`config.mk`:
```
export PLATFORM = sky130hd
export DESIGN_NAME = sdh_irq_status
export DESIGN_NICKNAME = d
export VERILOG_FILES = /design/src/rtl/sdh_irq_pkg.sv /design/src/rtl/sdh_rise_detect.sv /design/src/rtl/sdh_event_qualify.sv /design/src/rtl/sdh_w1c_bank.sv /design/src/rtl/sdh_irq_status.sv
export SDC_FILE = /design/constraint.sdc
export NUM_CORES = 1
export LEC_CHECK = 0
export BUFFER_PORTS_ARGS = -buffer_cell sky130_fd_sc_hd__buf_4
export CORE_UTILIZATION = 28
export CTS_CLUSTER_DIAMETER = 100
export CTS_CLUSTER_SIZE = 20
export DETAILED_ROUTE_END_ITERATION = 10
export PLACE_DENSITY = 0.9
export SLEW_MARGIN = 20
export SYNTH_ARGS = -nofsm -noshare
export SYNTH_HDL_FRONTEND = slang
export SYNTH_SLANG_ARGS = --single-unit
```
`constraint.sdc`:
```
create_clock -name clk -period 2.1 [get_ports clk]
set_clock_uncertainty 0.15 [all_clocks]
set_input_delay 0.21 -clock clk [delete_from_list [all_inputs] [get_ports clk]]
set_output_delay 0.21 -clock clk [all_outputs]
set_load 0.02 [all_outputs]
```
`src/rtl/sdh_irq_pkg.sv`:
```
`timescale 1ns/1ps
// Package: bit positions and vector type shared by the status bank.
// Assumes the six normal-status bits occupy the low end of the word.
package sdh_irq_pkg;
    localparam int NBITS   = 6;
    localparam int B_CMD   = 0;
    localparam int B_XFER  = 1;
    localparam int B_GAP   = 2;
    localparam int B_DMA   = 3;
    localparam int B_WRRDY = 4;
    localparam int B_RDRDY = 5;
    localparam int NLVL    = 2;
    localparam int L_WR    = 0;
    localparam int L_RD    = 1;
    typedef logic [NBITS-1:0] stat_vec_t;
endpackage

```
`src/rtl/sdh_rise_detect.sv`:
```
`timescale 1ns/1ps
// Module: sdh_rise_detect
// Flags a one-cycle rise for each level input that was low last cycle and
// is high now. Assumes the inputs are synchronous to clk. The history
// resets to 0, so a level already high when reset ends counts as a rise.
module sdh_rise_detect #(
    parameter int N = 2
) (
    input  logic         clk,
    input  logic         rst_n,
    input  logic [N-1:0] lvl,
    output logic [N-1:0] rise
);
    logic [N-1:0] prev_q;

    for (genvar i = 0; i < N; i++) begin : g_lane
        // Purpose: remember the level of the previous cycle.
        always_ff @(posedge clk) begin
            if (!rst_n) prev_q[i] <= 1'b0;
            else        prev_q[i] <= lvl[i];
        end

        // Purpose: report a rise when the level goes from low to high.
        always_comb rise[i] = lvl[i] & ~prev_q[i];

        // a level cannot rise in two consecutive cycles
        a_r7_no_double_rise: assert property (@(posedge clk) disable iff (!rst_n)
            rise[i] |=> !rise[i]);
    end
endmodule

```
`src/rtl/sdh_event_qualify.sv`:
```
`timescale 1ns/1ps
// Module: sdh_event_qualify
// Turns raw engine pulses and level rises into per-bit set requests,
// applying the context gating: automatic responses, tuning mode and the
// stop-at-gap request. Purely combinational; all inputs share one clock.
module sdh_event_qualify
    import sdh_irq_pkg::*;
(
    input  logic            cmd_resp_end,
    input  logic            cmd_resp_auto,
    input  logic            xfer_done,
    input  logic            busy_cmd_done,
    input  logic            gap_halt,
    input  logic            stop_gap_req,
    input  logic            dma_bndry,
    input  logic            tune_active,
    input  logic            tune_cmd_done,
    input  logic [NLVL-1:0] lvl_rise,
    input  stat_vec_t       stat_en,
    output stat_vec_t       set_req
);
    stat_vec_t raw;

    // Purpose: qualify each event source by its context.
    always_comb begin
        raw          = '0;
        raw[B_CMD]   = cmd_resp_end & ~cmd_resp_auto;
        raw[B_XFER]  = (xfer_done | busy_cmd_done) & ~tune_active;
        raw[B_GAP]   = gap_halt & stop_gap_req;
        raw[B_DMA]   = dma_bndry;
        raw[B_WRRDY] = lvl_rise[L_WR];
        raw[B_RDRDY] = lvl_rise[L_RD] | (tune_active & tune_cmd_done);
    end

    // Purpose: drop events whose status-enable bit is off.
    always_comb set_req = raw & stat_en;
endmodule

```
`src/rtl/sdh_w1c_bank.sv`:
```
`timescale 1ns/1ps
// Module: sdh_w1c_bank
// A row of sticky status flops. Each bit sets on its set request and
// clears on its clear request. A set in the same cycle as a clear wins.
module sdh_w1c_bank #(
    parameter int N = 6
) (
    input  logic         clk,
    input  logic         rst_n,
    input  logic [N-1:0] set_v,
    input  logic [N-1:0] clr_v,
    output logic [N-1:0] q
);
    for (genvar i = 0; i < N; i++) begin : g_bit
        // Purpose: sticky bit with set priority over clear.
        always_ff @(posedge clk) begin
            if (!rst_n)        q[i] <= 1'b0;
            else if (set_v[i]) q[i] <= 1'b1;
            else if (clr_v[i]) q[i] <= 1'b0;
        end

        // a set is never lost, even against a clear
        a_r10_set_wins: assert property (@(posedge clk) disable iff (!rst_n)
            set_v[i] |=> q[i]);
        // a clear without a set empties the bit
        a_r9_clear_works: assert property (@(posedge clk) disable iff (!rst_n)
            (clr_v[i] && !set_v[i]) |=> !q[i]);
        // a bit only rises through a set request
        a_r9_no_stray_set: assert property (@(posedge clk) disable iff (!rst_n)
            !set_v[i] |=> !$rose(q[i]));
    end
endmodule

```
`src/rtl/sdh_irq_status.sv`:
```
`timescale 1ns/1ps
// Module: sdh_irq_status (top)
// Normal interrupt status bits of an SD host. Combines level-edge
// detection, event qualification and a write-one-to-clear bank, and
// serves a 32-bit register port with single-cycle writes and
// combinational reads. Assumes one clock domain and synchronous reset.
module sdh_irq_status
    import sdh_irq_pkg::*;
#(
    parameter int              ADDR_W  = 8,
    parameter int              DATA_W  = 32,
    parameter logic [ADDR_W-1:0] REG_OFS = 8'h30
) (
    input  logic              clk,
    input  logic              rst_n,
    input  logic              buf_rd_en_lvl,
    input  logic              buf_wr_en_lvl,
    input  logic              cmd_resp_end,
    input  logic              cmd_resp_auto,
    input  logic              xfer_done,
    input  logic              busy_cmd_done,
    input  logic              gap_halt,
    input  logic              stop_gap_req,
    input  logic              dma_bndry,
    input  logic              tune_active,
    input  logic              tune_cmd_done,
    input  logic [NBITS-1:0]  stat_en,
    input  logic [NBITS-1:0]  sig_en,
    input  logic              bus_wr,
    input  logic [ADDR_W-1:0] bus_addr,
    input  logic [DATA_W-1:0] bus_wdata,
    output logic [DATA_W-1:0] bus_rdata,
    output logic              irq
);
    localparam int PAD_W = DATA_W - NBITS;

    logic [NLVL-1:0] lvl_in;
    logic [NLVL-1:0] lvl_rise;
    stat_vec_t       set_req;
    stat_vec_t       clr_req;
    stat_vec_t       stat_q;
    logic            hit;

    // Purpose: gather the level flags in package lane order.
    always_comb begin
        lvl_in       = '0;
        lvl_in[L_WR] = buf_wr_en_lvl;
        lvl_in[L_RD] = buf_rd_en_lvl;
    end

    sdh_rise_detect #(.N(NLVL)) u_rise (
        .clk  (clk),
        .rst_n(rst_n),
        .lvl  (lvl_in),
        .rise (lvl_rise)
    );

    sdh_event_qualify u_qual (
        .cmd_resp_end (cmd_resp_end),
        .cmd_resp_auto(cmd_resp_auto),
        .xfer_done    (xfer_done),
        .busy_cmd_done(busy_cmd_done),
        .gap_halt     (gap_halt),
        .stop_gap_req (stop_gap_req),
        .dma_bndry    (dma_bndry),
        .tune_active  (tune_active),
        .tune_cmd_done(tune_cmd_done),
        .lvl_rise     (lvl_rise),
        .stat_en      (stat_en),
        .set_req      (set_req)
    );

    // Purpose: decode the register offset.
    always_comb hit = (bus_addr == REG_OFS);

    // Purpose: turn a write at the status offset into per-bit clears.
    always_comb clr_req = (bus_wr && hit) ? bus_wdata[NBITS-1:0] : '0;

    sdh_w1c_bank #(.N(NBITS)) u_bank (
        .clk  (clk),
        .rst_n(rst_n),
        .set_v(set_req),
        .clr_v(clr_req),
        .q    (stat_q)
    );

    // Purpose: combinational read with zero-filled upper bits.
    always_comb bus_rdata = hit ? {{PAD_W{1'b0}}, stat_q} : '0;

    // Purpose: interrupt is any status bit that is also signal-enabled.
    always_comb irq = |(stat_q & sig_en);

    // tuning mode keeps transfer-complete from rising
    a_r4_tune_blocks_xfer: assert property (@(posedge clk) disable iff (!rst_n)
        tune_active |=> !$rose(stat_q[B_XFER]));
    // no block gap event without a stop request
    a_r5_gap_needs_stop: assert property (@(posedge clk) disable iff (!rst_n)
        !stop_gap_req |=> !$rose(stat_q[B_GAP]));
    // automatic responses never raise command complete
    a_r3_auto_ignored: assert property (@(posedge clk) disable iff (!rst_n)
        (!cmd_resp_end || cmd_resp_auto) |=> !$rose(stat_q[B_CMD]));
    // a qualifying response end is latched
    a_r3_cmd_latched: assert property (@(posedge clk) disable iff (!rst_n)
        (cmd_resp_end && !cmd_resp_auto && stat_en[B_CMD]) |=> stat_q[B_CMD]);
    // a fully masked signal enable keeps the line quiet
    a_r11_masked_quiet: assert property (@(posedge clk) disable iff (!rst_n)
        (sig_en == '0) |-> !irq);
    // the bank is empty on the first cycle after reset
    a_r1_reset_empty: assert property (@(posedge clk)
        !rst_n |=> (stat_q == '0));
endmodule

```
==> summary.txt <==
Place
  • GPL Wtd Cong: 0.828
  • Half-perimeter wire length after detailed placement: 1.32 mm
  • Count of buffers inserted at the top-level ports: 46
  • Pre-CTS setup slack: 161 ps
  • Number of instances in the placed design: 149

Worst hold path
  • Min-delay worst type: in2reg

Finish
  • Layout Nets: 198
  • Area delta synth->final: 53.7%
  • Final standard cell count with taps included and fillers excluded: 157
  • Share of cells above drive strength 1: 0.392
  • Antenna diode count: 0
  • Utilization after layout: 0.480

Worst setup path
  • Chain of cells forming the critical path: buf_4, or4_4, nor4_4, and2_1, buf_4
  • Dominant delay contributor by cell family on the critical path: simple AND/OR/NAND/NOR gates
  • WP data required: 1740 ps
  • CP most frequent cell: sky130_fd_sc_hd__buf_4
  • Critical path class: in2out
  • Maximum single-stage delay on the critical path: 530 ps
  • CP Launch Type: input port
  • Count of buffering cells on the critical path with inverters included: 2
  • Max Fanout on Critical Path: 7
  • Critical Path Slowest Stage Cell: sky130_fd_sc_hd__or4_4
  • Arr. time, crit path: 1430 ps
  • CP endpoint kind: output port

Die
  • Number of ports placed on the die boundary: 99
  • Die Y-Extent: 49.7 um
  • Number of rows in the core area: 16
  • Core region area: 0.00204 mm2
  • Horiz. Die Dim: 49.7 um
  • Die Area: 0.00247 mm2
  • Initial core utilization: 0.313

Power and ir drop
  • Internal portion of total power: 0.297 mW
  • Seq pwr share: 0.391
  • Net Switching: 0.131 mW
  • IR Drop Worst-Case VDD: 184 uV
  • Proportion of total power due to net switching: 0.305
  • Leakage dissipation: 0.509 nW
  • Power share of the clock group: 0.271
  • Portion of total power attributed to combinational logic: 0.338
  • Ratio of total power to cell area: 436 mW/mm2

Clock tree
  • Hold-fix buffer count after cts: 4
  • Register clock-pin slew on the reported worst setup and hold paths: 50 ps
  • Number of buffers inserted to repair setup after CTS: 0
  • Clock network latency to the later pin of the worst-skew pair: 250 ps
  • Maximum root-to-sink buffer count: 2
  • TritonCTS clock tree: yes
  • Quantity of gates resized following cts: 0
  • Number of clock sinks seen by CTS: 8
  • Clock buffer count from CTS: 3
  • Clock root buffer master: sky130_fd_sc_hd__clkbuf_4
  • Number of levels the H-tree was split into: 1

Run status
  • Run status: finished clean

Run
  • Max-cap violations: 0

Synthesis
  • Cell area after synthesis: 638 um2
  • Number of warnings printed during yosys synthesis: 0
  • Proportion of synthesized chip area in sequential cells: 0.251
  • Adder and majority gate portion of the synthesized area: 0
  • Number of flip-flops and latches in the synthesized netlist: 8
  • Simple-gate share of the synthesized area: 0.247
  • Main combinational cell family by area after synthesis: buffers and inverters
  • Fraction of the mapped netlist area in compound gates: 0.161
  • Post-Synthesis Mean Instance Area: 8.18 um2
  • Cell count after synthesis: 78
  • Multiplexer fraction of the synthesized cell area: 0
  • Unique masters post-synth: 21
  • Xor and xnor fraction of the mapped netlist area: 0

STA
  • Setup-violating endpoint count in the final report: 0
  • Max Clk Rate: 560 MHz
  • Setup Total Neg Slack: 0 ps
  • PnR worst setup slack: 313 ps
  • Share of the clock period used by the worst path after layout: 0.851
  • Final Max Tran Viols: 0
  • RSZ-0062 raised after global routing: false
  • Hold violation total from the final report: 0
  • Clock period minus final worst setup slack: 1790 ps

Global routing
  • Wire length of the first global-routing pass: 2.23 mm
  • Initial antenna violation count: 0
  • Pin count of the biggest net entering global routing: 8
  • Global router's overall resource usage: 0.119
  • Global route overflow: 0
  • Number of global-route vias before repair: 594

Detailed routing
  • Drc violations: 0
  • Detailed-route vias per instance: 4.11
  • Routed Antenna Nets: 0
  • Via count: 646
  • Routed wire length: 1.48 mm
  • Initial DRC count: 3
  • Drt pass-1 iters: 4
  • Routed WL per cell: 9.45 um
## power by group through the flow
| stage | logic (mW) | registers [mW] | clock network [mW] |
|---|---|---|---|
| floorplan | 0.107 | 0.168 | 0 |
| global placement | 0.134 | 0.170 | 0 |
| detailed placement | 0.137 | 0.170 | 0 |
| CTS | 0.143 | 0.167 | 0.122 |
| global route | 0.156 | 0.168 | 0.137 |
| finish | 0.145 | 0.167 | 0.116 |
## Yosys cell counts (all sizes together)
| master | number | share of area |
|---|---|---|
| or4 | 1 | 0.018 |
| a31oi | 4 | 0.039 |
| and2 | 9 | 0.088 |
| inv | 3 | 0.018 |
| conb | 1 | 0.0059 |
| a21boi | 1 | 0.012 |
| a21oi | 2 | 0.016 |
| buf | 27 | 0.32 |
| o21ai | 1 | 0.0078 |
| nand2 | 5 | 0.029 |
| nand3 | 2 | 0.016 |
| nor4 | 1 | 0.033 |
| nand2b | 3 | 0.029 |
| a311oi | 2 | 0.027 |
| o211ai | 1 | 0.012 |
| nor2b | 1 | 0.0098 |
| a22oi | 3 | 0.035 |
| dfxtp | 8 | 0.25 |
| nand3b | 2 | 0.024 |
| a21o | 1 | 0.012 |
## metrics by stage
stage	instance area, um2	total power, mW	hold slack, ps
floorplan	732	0.275	158
global placement	908	0.303	240
detailed placement	908	0.308	249
CTS	971	0.433	1.68
global route	981	0.461	8.07
finish	981	0.428	18.4
## path summary, 6_finish.rpt
check	startpoint	slack, ps	cells past startpoint	to
max	bus_addr[7]	310	5	bus_rdata[0]
max reg2reg	u_rise.prev_q[1]$_SDFF_PN0_	1030	4	u_bank.q[5]$_SDFFE_PN0P_
min reg2reg	u_rise.prev_q[0]$_SDFF_PN0_	380	2	u_bank.q[4]$_SDFFE_PN0P_
min	buf_wr_en_lvl	20	2	u_rise.prev_q[0]$_SDFF_PN0_
## kinds of logic (layout without fill, tap and decap cells)
kind of cell / Yosys count / after routing
buffers and inverters: 30 / 57
DFF: 8 / 8
and+or+nand+nor: 24 / 24
AOI/OAI and AO/OA: 15 / 15
other: 1 / 26
## layer usage
| metal | GRT usage | vias to the layer above | wire (um) |
|---|---|---|---|
| met3 | 0.0556 | 4 | 196 |
| li1 | - | 317 | - |
| met1 | 0.113 | 274 | 516 |
| met2 | 0.200 | 51 | 739 |
| met4 | 0.0810 | 0 | 31 |
| met5 | 0 | - | 0 |
## final cells by class
cell class | instances | area (um2)
fill | 211 | 1060
timing repair buffer | 51 | 395
multi-input combinational | 65 | 358
sequential | 8 | 160
tap | 27 | 33.8
clock buffer | 3 | 22.5
inverter | 3 | 11.3
## state kept, by name (all words and copies together), names as in the netlist
register	count
u_rise.prev_q	2
u_bank.q	6
## cells in the final DEF, fill, tap and decap left out
cell type	n
sky130_fd_sc_hd__o211ai_1	1
sky130_fd_sc_hd__a21boi_0	1
sky130_fd_sc_hd__inv_1	3
sky130_fd_sc_hd__a311oi_1	2
sky130_fd_sc_hd__nand3b_1	2
sky130_fd_sc_hd__nor2b_1	1
sky130_fd_sc_hd__o21ai_0	1
sky130_fd_sc_hd__nand2b_1	3
sky130_fd_sc_hd__nand3_1	2
sky130_fd_sc_hd__buf_4	46
sky130_fd_sc_hd__conb_1	26
sky130_fd_sc_hd__clkbuf_4	3
sky130_fd_sc_hd__dlygate4sd3_1	5
sky130_fd_sc_hd__a22oi_1	3
sky130_fd_sc_hd__nand2_1	5
sky130_fd_sc_hd__dfxtp_1	8
sky130_fd_sc_hd__or4_4	1
sky130_fd_sc_hd__a21oi_1	2
sky130_fd_sc_hd__nor4_4	1
sky130_fd_sc_hd__a21o_1	1
sky130_fd_sc_hd__a31oi_1	4
sky130_fd_sc_hd__and2_0	1
sky130_fd_sc_hd__and2_1	8
Power figures use the tool's default switching activity.
